===== src/rtl/sup_pkg.sv =====
package sup_pkg;

    typedef enum logic [1:0] {
        WD_SHORT = 2'b00,
        WD_MID   = 2'b01,
        WD_LONG  = 2'b10,
        WD_OFF   = 2'b11
    } wd_sel_e;

    typedef struct packed {
        logic brown;
        logic wd;
    } rst_cause_t;

    function automatic int unsigned cnt_width(input int unsigned max_val);
        return (max_val > 1) ? $clog2(max_val + 1) : 1;
    endfunction

    function automatic int unsigned max3(input int unsigned a, input int unsigned b,
                                         input int unsigned c);
        int unsigned m;
        m = (a > b) ? a : b;
        return (m > c) ? m : c;
    endfunction

endpackage


===== src/rtl/sup_tick_gen.sv =====
module sup_tick_gen #(
    parameter int unsigned CLK_PER_MS = 1000
) (
    input  logic clk,
    input  logic rst,
    output logic tick_o
);
    generate
        if (CLK_PER_MS <= 1) begin : g_every
            assign tick_o = 1'b1;
        end else begin : g_div
            localparam int unsigned W = sup_pkg::cnt_width(CLK_PER_MS - 1);
            localparam logic [W-1:0] LAST = W'(CLK_PER_MS - 1);
            logic [W-1:0] cnt_q;

            always_ff @(posedge clk) begin
                if (rst || cnt_q == LAST) cnt_q <= '0;
                else                      cnt_q <= cnt_q + 1'b1;
            end

            assign tick_o = (cnt_q == LAST);

            AST_TICK_RANGE: assert property (@(posedge clk) disable iff (rst)
                cnt_q <= LAST);
        end
    endgenerate
endmodule


===== src/rtl/sup_hold_timer.sv =====
module sup_hold_timer
    import sup_pkg::*;
#(
    parameter int unsigned HOLD_MS = 200
) (
    input  logic       clk,
    input  logic       rst,
    input  logic       tick_i,
    input  rst_cause_t cause_i,
    output logic       act_o
);
    localparam int unsigned HW = cnt_width(HOLD_MS);
    localparam logic [HW-1:0] LAST = HW'(HOLD_MS - 1);

    logic          act_q;
    logic [HW-1:0] cnt_q;

    always_ff @(posedge clk) begin
        if (rst || cause_i.brown || cause_i.wd) begin
            act_q <= 1'b1;
            cnt_q <= '0;
        end else if (act_q && tick_i) begin
            if (cnt_q == LAST) begin
                act_q <= 1'b0;
                cnt_q <= '0;
            end else begin
                cnt_q <= cnt_q + 1'b1;
            end
        end
    end

    assign act_o = act_q;

    AST_BROWN_ASSERTS: assert property (@(posedge clk) disable iff (rst)
        cause_i.brown |=> act_q);
    AST_RELEASE_ON_TICK: assert property (@(posedge clk) disable iff (rst)
        $fell(act_q) |-> $past(tick_i) && !$past(cause_i.brown));
    AST_HOLD_RANGE: assert property (@(posedge clk) disable iff (rst)
        cnt_q <= LAST);
    AST_WD_ASSERTS: assert property (@(posedge clk) disable iff (rst)
        cause_i.wd |=> act_q);
endmodule


===== src/rtl/sup_wdog.sv =====
module sup_wdog
    import sup_pkg::*;
#(
    parameter int unsigned T_SHORT_MS = 200,
    parameter int unsigned T_MID_MS   = 600,
    parameter int unsigned T_LONG_MS  = 1400
) (
    input  logic       clk,
    input  logic       rst,
    input  logic       tick_i,
    input  logic       hold_i,
    input  logic       kick_i,
    input  logic [1:0] sel_i,
    output logic       expire_o
);
    localparam int unsigned CW = cnt_width(max3(T_SHORT_MS, T_MID_MS, T_LONG_MS));
    localparam logic [CW-1:0] LIM_S = CW'(T_SHORT_MS - 1);
    localparam logic [CW-1:0] LIM_M = CW'(T_MID_MS - 1);
    localparam logic [CW-1:0] LIM_L = CW'(T_LONG_MS - 1);

    wd_sel_e       mode_q;
    logic          locked_q;
    logic [CW-1:0] cnt_q;
    logic [CW-1:0] last;
    logic          run;
    logic          at_end;

    always_ff @(posedge clk) begin
        if (rst) begin
            mode_q   <= WD_OFF;
            locked_q <= 1'b0;
        end else if (!locked_q) begin
            mode_q   <= wd_sel_e'(sel_i);
            locked_q <= 1'b1;
        end
    end

    always_comb begin
        case (mode_q)
            WD_SHORT: last = LIM_S;
            WD_MID:   last = LIM_M;
            WD_LONG:  last = LIM_L;
            default:  last = LIM_L;
        endcase
    end

    assign run    = locked_q && !hold_i && (mode_q != WD_OFF);
    assign at_end = (cnt_q == last);

    always_ff @(posedge clk) begin
        if (rst || !run || kick_i)  cnt_q <= '0;
        else if (tick_i) cnt_q <= at_end ? '0 : cnt_q + 1'b1;
    end

    assign expire_o = run && tick_i && !kick_i && at_end;

    AST_MODE_STICKY: assert property (@(posedge clk) disable iff (rst)
        $past(locked_q) |-> $stable(mode_q));
    AST_OFF_NO_EXPIRE: assert property (@(posedge clk) disable iff (rst)
        (mode_q == WD_OFF) |-> !expire_o);
    AST_KICK_CLEARS: assert property (@(posedge clk) disable iff (rst)
        kick_i |=> (cnt_q == '0));
    AST_IDLE_IN_RESET: assert property (@(posedge clk) disable iff (rst)
        hold_i |=> (cnt_q == '0));
    AST_CNT_LIMIT: assert property (@(posedge clk) disable iff (rst)
        cnt_q <= last);
endmodule


===== src/rtl/sup_rst_wdog.sv =====
module sup_rst_wdog
    import sup_pkg::*;
#(
    parameter int unsigned CLK_PER_MS  = 1000,
    parameter int unsigned HOLD_MS     = 200,
    parameter int unsigned WD_SHORT_MS = 200,
    parameter int unsigned WD_MID_MS   = 600,
    parameter int unsigned WD_LONG_MS  = 1400
) (
    input  logic       clk,
    input  logic       rst,
    input  logic       supply_ok_i,
    input  logic       kick_i,
    input  logic [1:0] wd_sel_i,
    output logic       sys_rst_o,
    output logic       sys_rst_n_o
);
    logic       tick;
    logic       hold;
    logic       expire;
    rst_cause_t cause;

    sup_tick_gen #(.CLK_PER_MS(CLK_PER_MS)) i_tick (
        .clk   (clk),
        .rst   (rst),
        .tick_o(tick)
    );

    assign cause.brown = !supply_ok_i;
    assign cause.wd    = expire;

    sup_hold_timer #(.HOLD_MS(HOLD_MS)) i_hold (
        .clk    (clk),
        .rst    (rst),
        .tick_i (tick),
        .cause_i(cause),
        .act_o  (hold)
    );

    sup_wdog #(
        .T_SHORT_MS(WD_SHORT_MS),
        .T_MID_MS  (WD_MID_MS),
        .T_LONG_MS (WD_LONG_MS)
    ) i_wdog (
        .clk     (clk),
        .rst     (rst),
        .tick_i  (tick),
        .hold_i  (hold),
        .kick_i  (kick_i),
        .sel_i   (wd_sel_i),
        .expire_o(expire)
    );

    assign sys_rst_o   = hold;
    assign sys_rst_n_o = !hold;
endmodule


===== config.mk =====
export PLATFORM = sky130hd
export DESIGN_NAME = sup_rst_wdog
export DESIGN_NICKNAME = d
export VERILOG_FILES = /design/src/rtl/sup_pkg.sv /design/src/rtl/sup_tick_gen.sv /design/src/rtl/sup_hold_timer.sv /design/src/rtl/sup_wdog.sv /design/src/rtl/sup_rst_wdog.sv
export SDC_FILE = /design/constraint.sdc
export NUM_CORES = 1
export LEC_CHECK = 0
export ABC_AREA = 1
export BUFFER_PORTS_ARGS = -buffer_cell sky130_fd_sc_hd__buf_2
export CAP_MARGIN = 20
export CORE_ASPECT_RATIO = 0.8
export CORE_MARGIN = 3
export CORE_UTILIZATION = 41
export CTS_CLUSTER_DIAMETER = 30
export DETAILED_ROUTE_END_ITERATION = 12
export SLEW_MARGIN = 5
export SYNTH_ARGS = -nofsm -noshare
export SYNTH_HDL_FRONTEND = slang
export SYNTH_SLANG_ARGS = --single-unit

===== constraint.sdc =====
create_clock -name clk -period 1.6 [get_ports clk]
set_clock_uncertainty 0.15 [all_clocks]
set_input_delay 0.32 -clock clk [delete_from_list [all_inputs] [get_ports clk]]
set_output_delay 0.32 -clock clk [all_outputs]
set_load 0.005 [all_outputs]

; ---- Word level (Yosys, flattened, before mapping)
; Index checks and enable logic that the tools add are counted.
[totals]
reg_bits = 33
inputBits = 6
out_inout_bits = 2
elab_cells = 35
[op_classes]
addsub = 3
eq_ne = 5
mux = 4
n_reduce_logical = 17
[ops]
columns = cell, n
row1 = $pmux 11 s2, 1
row2 = $add 11x1->11 const B, 1
row3 = $eq 11x11->1, 1
row4 = $mux 11, 1
row5 = $add 10x1->10 const B, 1
row6 = $eq 10x10->1 const B, 1
row7 = $add 8x1->8 const B, 1
row8 = $eq 8x8->1 const B, 1
row9 = $mux 8, 1
row10 = $logic_and 1x1->1, 6
row11 = $logic_or 1x1->1, 5
row12 = $logic_not 1->1, 4
row13 = $eq 2x1->1 const B, 1
row14 = $logic_not 2->1, 1
row15 = $ne 2x2->1 const B, 1
row16 = $reduce_and 2->1, 1
row17 = $mux 1, 1

; ---- Depth between registers and ports, before layout
; Gate-level depths: netlist of run 1.
[logic_depth]
depth_word = 7
mapped_depth = 10

; ---- Hierarchy
; From an unflattened synthesis of run 1, not the netlist that was laid out.
[unflattened]
hier_cells = 242
area_unflattened_um2 = 1757.9
[modules_own_cells]
columns = mod, n_inst, cells_each, area_each_um2, seq_area_each_um2
row1 = sup_wdog, 1, 114, 798.3, 280.3
row2 = sup_hold_timer, 1, 64, 495.5, 180.2
row3 = sup_tick_gen, 1, 62, 456.7, 200.2
row4 = sup_rst_wdog, 1, 2, 7.5, 0.0

; ---- Least setup slack after synthesis of run 1
; No wires, ideal clock.
[synth_timing]
path_type = register to register
startpoint = register i_tick.g_div.cnt_q[0]
endpoint = register i_wdog.cnt_q[6]
setup_time_ps = 120
arrival_ps = 1335
required_time_ps = 1330
slack_ps = -4
stages_incl_launch_ff = 9
n_path_buf = 0
period_less_slack_ps = 1604
path_cell_list = dfxtp_1 -> ha_1 -> nand2_1 -> nor2_2 -> nand3_1 -> nor2_1 -> nand2_1 -> nand2_1 -> nor2_1
[synth_between]
elab_chain_len = 1
[synth_rtl]
columns = item, line_no
row1 = from (decl), sup_tick_gen.sv:14  ; logic [W-1:0] cnt_q;
row2 = from (signal assigned), sup_tick_gen.sv:18  ; else cnt_q <= cnt_q + 1'b1;
row3 = $eq 10x10->1, sup_tick_gen.sv:21  ; assign tick_o = (cnt_q == LAST);
row4 = to (signal assigned), sup_wdog.sv:52  ; else if (tick_i) cnt_q <= at_end ? '0 : cnt_q + 1'b1;
row5 = to (decl), sup_wdog.sv:23  ; logic [CW-1:0] cnt_q;
; No other way between the ends.
; A chain may end at the register's enable or synchronous reset.

; ---- Worst setup path after layout of run 1
[layout_timing]
startpoint = register i_tick.g_div.cnt_q[1]
endpoint = register i_hold.cnt_q[3]
[layout_between]
elab_chain_len = 5
[layout_rtl]
columns = item, line_no
row1 = $eq 10x10->1 *, sup_tick_gen.sv:21
row2 = $logic_and 1x1->1 (3 in series), sup_wdog.sv:55  ; assign expire_o = run && tick_i && !kick_i && at_end;
row3 = $logic_or 1x1->1, sup_hold_timer.sv:19  ; if (rst || cause_i.brown || cause_i.wd) begin
row4 = to (signal assigned), sup_hold_timer.sv:27  ; cnt_q <= cnt_q + 1'b1;
row5 = to (decl), sup_hold_timer.sv:16  ; logic [HW-1:0] cnt_q;
; Mark *: on every way between the ends. The rest lies on a longest branch, timed or not.

==> impl_metrics.tcl, run 1 <==
set metrics [dict create \
    status "finished with violations" \
    violations "setup timing" \
    fin_nets 350 \
    maxSlewHeadroom 0.817 \
    overflow 0 \
    fin_ws_ps -29.4 \
    rsz0062_at_grt "true" \
    dr.pass1.iters 5 \
    synth_cell_types 24 \
    placed_cell_area_mm2 0.00214 \
    fp.dieH_um 66.4 \
    route.detailed.drc 0 \
    wire_per_inst_um 11.7 \
    synth.avg_cell_area_um2 6.24 \
    design_area_mm2 0.00241 \
    vdd_drop_max_mv 0.346 \
    ys_warn_count 0 \
    antenna_found_initial 0 \
    power_density_mw_per_mm2 656 \
    grt_max_degree 10 \
    fmax_ghz 0.614 \
    critical_path_required_ps 1680 \
    dieArea_mm2 0.00541 \
    layout_commonest_cell "nand2_1" \
    critPathMaxFanout 5 \
    layout_common_cells "74 x nand2_1, 47 x nor2_1, 43 x inv_1" \
    synthCells 300 \
    whs_ps 91.2 \
    slew_viol_final 0 \
    cts_tree "done" \
    fin_crit_sh 1.02 \
    drtIter0Drc 122 \
    hold_viol 0 \
    grt_pass1_wl_um 8010 \
    drive_above_1_share 0.252 \
    cpPeakStageDelay_ps 360 \
    path_cells "ha_4 -> nand2_4 -> nor2_4 -> nand3_4 -> nor2_4 -> nand2_1 -> nand2_1 -> nand2_1 -> nor2_2" \
    worstSkewPairLatency_ps 280 \
    crit_slowest_cell "dfxtp_2" \
    htree_levels 2 \
    place_congestion 0.832 \
    netlist_area_mm2 0.00187 \
    start_kind "flop" \
    ios 8 \
    hold_path_class "input pin to flop" \
    maxCapViolCount 0 \
    via_per_inst 4.82 \
    rows 21 \
    tightestPinTransition_ps 273 \
    numPortBuffers 7 \
    ys_seq_area_frac 0.353 \
    numCtsBuffers 5 \
    area_growth_pct 28.6 \
    grt_pass1_vias 1792 \
    ant_nets 0 \
    leakagePower_nw 1.05 \
    ys_ff_latch 33 \
    die_w_um 81.5 \
    cp_common_cell "nand2_1" \
    n_antenna_cell 0 \
    endpoint_kind "flop" \
    cts_hold_buf 0 \
    critPathKind "flop to flop" \
    crit_arrival_ps 1710 \
    cts_max_path_buffers 2 \
    wl_um 4660 \
    finalSetupViolCount 7 \
    min_period_ps 1630 \
    initial_core_util 0.437 \
    dr_total_vias 1920 \
    cts_sinks 33 \
    clk_pin_slew_ps 70 \
    grtUsageTotal 0.193 \
    core_area_mm2 0.00428 \
    dpl.hpwl_um 3330 \
    cts_root_buffer "clkbuf_8" \
    syn_nets 309 \
]
## power breakdown
group | leakage, nW | internal (mW) | total [mW] | switching [mW]
registers | 0.269 | 0.834 | 0.846 | 0.0125
clock network | 0.0443 | 0.341 | 0.642 | 0.300
logic | 0.733 | 0.0442 | 0.0912 | 0.0469
total | 1.05 | 1.22 | 1.58 | 0.360
## Yosys cell counts
cell      number  area share
dfxtp_1       33        0.35
nand2_2        3       0.010
nor2_2         2      0.0067
o211ai_1       1      0.0040
nor4_1         1      0.0033
nor3_1         5       0.013
nand4_1        6       0.020
nand3b_1       3       0.012
or2_0          1      0.0033
o21ai_0        7       0.019
ha_1           3       0.020
buf_2          1      0.0027
clkbuf_2       1      0.0027
inv_1         46       0.092
nor2_4         4       0.024
xor2_1         3       0.014
inv_2          1      0.0020
nand3_1       27       0.072
nor3b_1        2      0.0080
nand3_4        1      0.0094
nor2_1        58        0.12
nand2_1       79        0.16
a21oi_1       11       0.029
or2_2          1      0.0033
## cell type report
cell class,count,area (µm²)
Fill cell,406,1880
Clock buffer,7,86.3
Multi-Input combinational cell,219,1160
Tap cell,57,71.3
Sequential cell,33,667
Timing Repair Buffer,35,245
Inverter,47,179
## kinds of logic after synthesis
logic type                 Yosys count  share of synthesized area
and+or+nand+nor                    193                      0.461
AOI/OAI and AO/OA                   19                     0.0522
xor gates and xnor gates             3                     0.0140
adders and majority gates            3                     0.0201
DFF                                 33                      0.353
buffers and inverters               49                     0.0997
## worst paths after layout
kind | slack [ps] | startpoint | end | cells past startpoint
worst max-delay path | -30 | i_tick.g_div.cnt_q[1]$_SDFF_PP0_ | i_hold.cnt_q[3]$_SDFFE_PP0P_ | 9
worst min register to register | 350 | i_tick.g_div.cnt_q[7]$_SDFF_PP0_ | i_tick.g_div.cnt_q[7]$_SDFF_PP0_ | 2
worst min-delay path | 90 | wd_sel_i[0] | i_wdog.mode_q[0]$_SDFFE_PP1N_ | 3
worst max register to register | -30 | i_tick.g_div.cnt_q[1]$_SDFF_PP0_ | i_hold.cnt_q[3]$_SDFFE_PP0P_ | 9
## metrics by stage
step	total power [mW]	setup WS [ps]	setup TNS, ps	utilization	cells
4_1_cts	1.58	-5.94	-5.98	0.541	395
3_5_place_dp	0.936	-127	-1680	0.500	384
3_3_place_gp	0.936	-71.9	-742	0.500	384
6_report	1.58	-29.4	-66.0	0.562	398
5_1_grt	1.64	-126	-1630	0.562	398
2_1_floorplan	0.901	25.8	0	-	300
## routing by layer
layer,up-vias,GRT usage,wire length (µm)
met3,2,0.0531,245
met1,847,0.267,2380
met4,0,0.0443,24
met2,52,0.296,2010
met5,-,0,0
li1,1019,-,-
## critical path: cells and delay by family (launching register included)
kind / cells / cell delay (ps)
adder cells (fa/ha/maj): 1 / 150
AND/OR/NAND/NOR: 8 / 910
flip-flops: 1 / 360
## registers in the layout, indices dropped and copies added (netlist names)
name,flops
i_wdog.cnt_q,11
i_tick.g_div.cnt_q,10
i_hold.cnt_q,8
i_wdog.mode_q,2
i_hold.act_o,1
i_wdog.locked_q,1
## repair_timing
| action | in CTS | in global routing |
|---|---|---|
| endpoints found under the setup margin | 26 | 28 |
| pin swaps | 6 | 22 |
| gates resized for setup | 15 | 24 |
| endpoints found under the hold margin | 0 | 0 |
| buffers inserted | 3 | 3 |
| cloned | 1 | 0 |
Power figures use the tool's default switching activity.
==> run 2, diff against run 1 <==
--- a/config.mk
+++ b/config.mk
@@ -13,6 +13,7 @@
 export CORE_UTILIZATION = 41
 export CTS_CLUSTER_DIAMETER = 30
 export DETAILED_ROUTE_END_ITERATION = 12
+export SETUP_SLACK_MARGIN = 0.1
 export SLEW_MARGIN = 5
 export SYNTH_ARGS = -nofsm -noshare
 export SYNTH_HDL_FRONTEND = slang
==> constraint.sdc (replaced) <==
create_clock -name clk -period 1.64 [get_ports clk]
set_clock_uncertainty 0.15 [all_clocks]
set_input_delay 0.328 -clock clk [delete_from_list [all_inputs] [get_ports clk]]
set_output_delay 0.328 -clock clk [all_outputs]
set_load 0.005 [all_outputs]
==> run 2 against run 1 <==
Compared with the run above:
- the flow still finishes with violations (setup timing)
- global-route usage decreased by 0.18 points
- non-clock buffer count decreased by 4
- critical path depth increased by 1
- sequential share of layout area increased by 0.19 points
- register-to-register slack improved by 20 ps
- die area unchanged
- first-iteration DRC count increased by 43%
==> impl_metrics.tcl, run 2 (synthesis gave the netlist of run 1 again) <==
set metrics [dict create \
    status "finished with violations" \
    violations "setup timing" \
    fin_crit_sh 1.00 \
    largest_register "i_wdog.cnt_q" \
    route.detailed.drc 0 \
    layout.cells.non_filler 394 \
    crit_arrival_ps 1680 \
    whs_ps 93.6 \
    dpl.cell_count 377 \
    fillCellCount 410 \
    vdd_drop_max_mv 0.526 \
    dr.pass1.iters 4 \
    n_antenna_cell 0 \
    dieArea_mm2 0.00541 \
    antenna_found_initial 0 \
    largestRegisters "i_wdog.cnt_q: 11 flops, i_tick.g_div.cnt_q: 10 flops, i_hold.cnt_q: 8 flops" \
    cts_hold_buf 0 \
    drive_above_1_share 0.252 \
    htree_levels 2 \
    post-route-util 0.562 \
    place_congestion 0.940 \
    fmax_ghz 0.608 \
    ant_nets 0 \
    via_per_inst 4.91 \
    area_growth_pct 28.7 \
    setup_tns_ps -13.4 \
    fin_nets 346 \
    slew_viol_final 0 \
    min_period_ps 1650 \
    cts_max_path_buffers 2 \
    clk_pin_slew_ps 70 \
    dr_total_vias 1933 \
    critPathKind "flop to flop" \
    wire_per_inst_um 12.1 \
    critical_path_required_ps 1670 \
    drtIter0Drc 175 \
    endpoint_kind "flop" \
    maxCapViolCount 0 \
    hold_path_class "input pin to flop" \
    cts_tree "done" \
    start_kind "flop" \
    largest_reg_flops 11 \
    rsz0062_at_grt "true" \
    cts_root_buffer "clkbuf_8" \
    power_density_mw_per_mm2 633 \
    worstSkewPairLatency_ps 290 \
    initial_core_util 0.437 \
    core_area_mm2 0.00428 \
    die_w_um 81.5 \
    finalSetupViolCount 4 \
    grt_max_degree 10 \
    fin_ws_ps -5.76 \
    numCtsBuffers 5 \
    maxSlewHeadroom 0.797 \
    fin_total_pwr_mw 1.52 \
    grtUsageTotal 0.191 \
    wl_um 4780 \
    dpl.hpwl_um 3240 \
    grt_pass1_wl_um 7850 \
    critPathMaxFanout 8 \
    rows 21 \
    layout_common_cells "74 x nand2_1, 48 x nor2_1, 42 x inv_1" \
    tightestPinTransition_ps 304 \
    ios 8 \
    hold_viol 0 \
    numPortBuffers 7 \
    overflow 0 \
    layout_commonest_cell "nand2_1" \
    leakagePower_nw 1.03 \
    fp.dieH_um 66.4 \
    grt_pass1_vias 1726 \
    cts_sinks 33 \
]
[run 2: report_power, final]
group	switching, mW	internal [mW]
logic	0.0438	0.0369
registers	0.0131	0.814
clock network	0.284	0.333
total	0.341	1.18
[run 2: layout make-up]
| type | instances | area [µm²] | share of cell area |
|---|---|---|---|
| multi-input combinational | 219 | 1180 | 0.490 |
| sequential | 33 | 672 | 0.279 |
| tap | 57 | 71.3 | 0.0296 |
| inverter | 47 | 179 | 0.0743 |
| clock buffer | 7 | 86.3 | 0.0359 |
| timing repair buffer | 31 | 219 | 0.0910 |
[run 2: worst max-delay path: stages, from the launching register on]
cell	delay, ps
dfxtp_2	350
ha_4	150
nand2_4	60
inv_2	60
nand2_1	70
nor2_2	150
nand2_2	90
nor2_4	130
nand3_2	110
nand2_4	150
nor2_1	60
[run 2: worst paths after layout]
path                            cells after the start  slack (ps)                              from                               end
worst max-delay path                               10          -6      i_wdog.cnt_q[1]$_SDFFE_PP0N_      i_hold.cnt_q[3]$_SDFFE_PP0P_
worst min-delay path                                3          90                       wd_sel_i[0]     i_wdog.mode_q[0]$_SDFFE_PP1N_
worst max register to register                     10          -6      i_wdog.cnt_q[1]$_SDFFE_PP0N_      i_hold.cnt_q[3]$_SDFFE_PP0P_
worst min register to register                      2         340  i_tick.g_div.cnt_q[7]$_SDFF_PP0_  i_tick.g_div.cnt_q[7]$_SDFF_PP0_
[run 2: through the flow]
| step | instance area [µm²] | worst slack [ps] |
|---|---|---|
| 3_3_place_gp | 2090 | -40.2 |
| 5_1_grt | 2410 | -97.9 |
| 6_report | 2410 | -5.76 |
| 3_5_place_dp | 2090 | -74.4 |
| 4_1_cts | 2300 | 12.0 |
| 2_1_floorplan | 1880 | 103 |
[run 2: timing repair]
item	in CTS	in global routing
cloned	1	0
setup buffers	4	5
pin swaps	9	20
resized for setup	24	26
endpoints found under the setup margin	24	27
[run 2: metal layers]
metal / vias up / global-route usage / share of wire
li1: 1011 / - / -
met4: 0 / 0.0802 / 0.016
met1: 860 / 0.271 / 0.47
met3: 9 / 0.0463 / 0.071
met2: 53 / 0.273 / 0.45
met5: - / 0 / 0
==> run 3, diff against run 2 <==
--- a/config.mk
+++ b/config.mk
@@ -13,6 +13,7 @@
 export CORE_UTILIZATION = 41
 export CTS_CLUSTER_DIAMETER = 30
 export DETAILED_ROUTE_END_ITERATION = 12
+export REMOVE_ABC_BUFFERS = 1
 export SETUP_SLACK_MARGIN = 0.1
 export SLEW_MARGIN = 5
 export SYNTH_ARGS = -nofsm -noshare
==> run 3 against run 2 <==
Compared with the run above:
- the flow still finishes with violations (setup timing)
- final cell count grew 4.1%
- largest cell class unchanged
- combinational power is 12% higher
- via count grew 2.5%
- critical path type unchanged
- maximum frequency down 1.8%
- worst setup slack lost 30 ps
- critical path depth stayed put
- total power is 3.9% higher
- first-iteration DRC count shrank 14%
- highest routed layer unchanged
- global-route usage down 0.11 points
- final area rose by 9.7%
- utilization is 5.4 points higher
- non-clock buffer count grew 15
==> impl_metrics.tcl, run 3 (synthesis gave the netlist of run 1 again) <==
set metrics [dict create \
    reg2reg_to "i_tick.g_div.cnt_q[8]$_SDFF_PP0_" \
    ios 8 \
    numCtsBuffers 5 \
    fin_nets 361 \
    hold_viol 0 \
    min-delay-start "wd_sel_i[0]" \
    min_period_ps 1680 \
    swShare 0.221 \
    n_antenna_cell 0 \
    design_area_mm2 0.00264 \
    slew_viol_final 0 \
    fin_total_pwr_mw 1.58 \
    tightestPinTransition_ps 489 \
    switching_power_uw 350 \
    leakagePower_nw 1.14 \
    cts_tree "done" \
    clk_pin_slew_ps 70 \
    critical_path_required_ps 1660 \
    power_density_mw_per_mm2 600 \
    power.clock.fraction 0.424 \
    placed_cell_area_mm2 0.00221 \
    worstSkewPairLatency_ps 280 \
    overflow 0 \
    worst_r2r_path_depth 10 \
    hold_path_class "input pin to flop" \
    drtIter0Drc 151 \
    whs_ps 97.5 \
    fillCellCount 390 \
    route.detailed.drc 0 \
    power.internal_mw 1.23 \
    dr.pass1.iters 4 \
    core_area_mm2 0.00428 \
    drive_above_1_share 0.326 \
    fin_ws_ps -36.0 \
    critPathKind "flop to flop" \
    dpl.cell_count 395 \
    area_growth_pct 41.1 \
    htree_levels 2 \
    fmax_ghz 0.597 \
    ant_nets 0 \
    critPathMaxFanout 8 \
    wire_per_inst_um 12.3 \
    fp.dieH_um 66.4 \
    antenna_found_initial 0 \
    endpoint_kind "flop" \
    crit_slowest_cell "dfxtp_2" \
    largest_register "i_wdog.cnt_q" \
    power_frac_comb 0.057 \
    wl_um 5050 \
    pwr-share-seq 0.518 \
    critical-path-top-delay-family "simple AND/OR/NAND/NOR gates" \
    rows 21 \
    vdd_drop_max_mv 0.773 \
    die_w_um 81.5 \
    pre_cts_ws_ps -24.4 \
    layout.cells.non_filler 410 \
    largestRegisters "i_wdog.cnt_q: 11 flops, i_tick.g_div.cnt_q: 10 flops, i_hold.cnt_q: 8 flops" \
    dieArea_mm2 0.00541 \
    cts_max_path_buffers 2 \
    cpPeakStageDelay_ps 350 \
    layout_common_cells "71 x nand2_1, 45 x nor2_1, 43 x inv_1" \
    via_per_inst 4.83 \
    maxCapViolCount 0 \
    path_cells "ha_4 -> nand2_4 -> nor2_4 -> buf_6 -> nand3_4 -> buf_4 -> nand2_4 -> inv_1 -> o21ai_0 -> a21oi_1" \
    place_congestion 0.831 \
    cts_root_buffer "clkbuf_8" \
    min_to "i_wdog.mode_q[0]$_SDFFE_PP1N_" \
    post-route-util 0.616 \
    rsz0062_at_grt "true" \
    reg2reg_slack_ps -40 \
    initial_core_util 0.437 \
    cp.buffers_inverters 3 \
    cts_sinks 33 \
    hold_depth 3 \
    grt_max_degree 11 \
    grtUsageTotal 0.190 \
    grt_pass1_vias 1699 \
    crit_arrival_ps 1700 \
    status "finished with violations" \
    grt_pass1_wl_um 7820 \
    maxSlewHeadroom 0.673 \
    layout_commonest_cell "nand2_1" \
    violations "setup timing" \
    numPortBuffers 7 \
    finalSetupViolCount 12 \
    fin_crit_sh 1.02 \
    setup_tns_ps -198 \
    largest_reg_flops 11 \
    r2r-start "i_tick.g_div.cnt_q[0]$_SDFF_PP0_" \
    dr_total_vias 1981 \
    dpl.hpwl_um 3330 \
    cp_common_cell "nand2_4" \
    start_kind "flop" \
]
## run 3: cell types whose count changed in the layout (fill, tap and decap cells not counted), sizes merged
| cell | change |
|---|---|
| buf | +15 |
| clkinv | +1 |
## run 3: how the worst max path moves through the flow
stage                                     start                               end  slack [ps]  cells past startpoint
2_1_floorplan  i_tick.g_div.cnt_q[0]$_SDFF_PP0_      i_wdog.cnt_q[6]$_SDFFE_PP0N_          40                      8
3_5_place_dp       i_wdog.cnt_q[0]$_SDFFE_PP0N_      i_hold.cnt_q[3]$_SDFFE_PP0P_         -20                     10
6_report       i_tick.g_div.cnt_q[0]$_SDFF_PP0_  i_tick.g_div.cnt_q[8]$_SDFF_PP0_         -40                     10
5_1_grt        i_tick.g_div.cnt_q[0]$_SDFF_PP0_     i_wdog.cnt_q[10]$_SDFFE_PP0N_        -140                     10
3_3_place_gp       i_wdog.cnt_q[0]$_SDFFE_PP0N_      i_hold.cnt_q[5]$_SDFFE_PP0P_         -60                     10
4_1_cts        i_tick.g_div.cnt_q[1]$_SDFF_PP0_      i_hold.cnt_q[3]$_SDFFE_PP0P_         -30                     10
## run 3: area by class of cell
cell class	instances	area, µm²	share of cell area
sequential	33	672	0.255
inverter	47	181	0.0687
timing repair buffer	46	350	0.133
tap	57	71.3	0.0270
multi-input combinational	219	1260	0.479
clock inverter	1	5.00	0.00190
clock buffer	7	96.3	0.0365
## run 3: worst min-delay path: cells and delay by family
kind                   cells  cell delay, ps
buffers and inverters      1              70
and+or+nand+nor            2              90
## run 3: timing repair
action                     4_1_cts  5_1_grt
pin swaps                       20       28
gates resized for setup         31       46
setup buffers                    3        4
gates cloned                     1        0
hold buffers                     0        0
setup endpoints to repair       27       30
## run 3: power by group through the flow
stage | clock network [mW] | registers [mW] | logic (mW)
final | 0.672 | 0.822 | 0.0905
after global routing | 0.729 | 0.823 | 0.102
after CTS | 0.690 | 0.821 | 0.0815
after detailed placement | 0 | 0.838 | 0.0803
after global placement | 0 | 0.838 | 0.0798
after floorplan | 0 | 0.839 | 0.0382
## run 3: metal layers
| metal | part of all wire | track usage | vias up |
|---|---|---|---|
| li1 | - | - | 1043 |
| met1 | 0.48 | 0.275 | 878 |
| met2 | 0.44 | 0.270 | 49 |
| met3 | 0.061 | 0.0436 | 11 |
| met4 | 0.020 | 0.0696 | 0 |
| met5 | 0 | 0 | - |
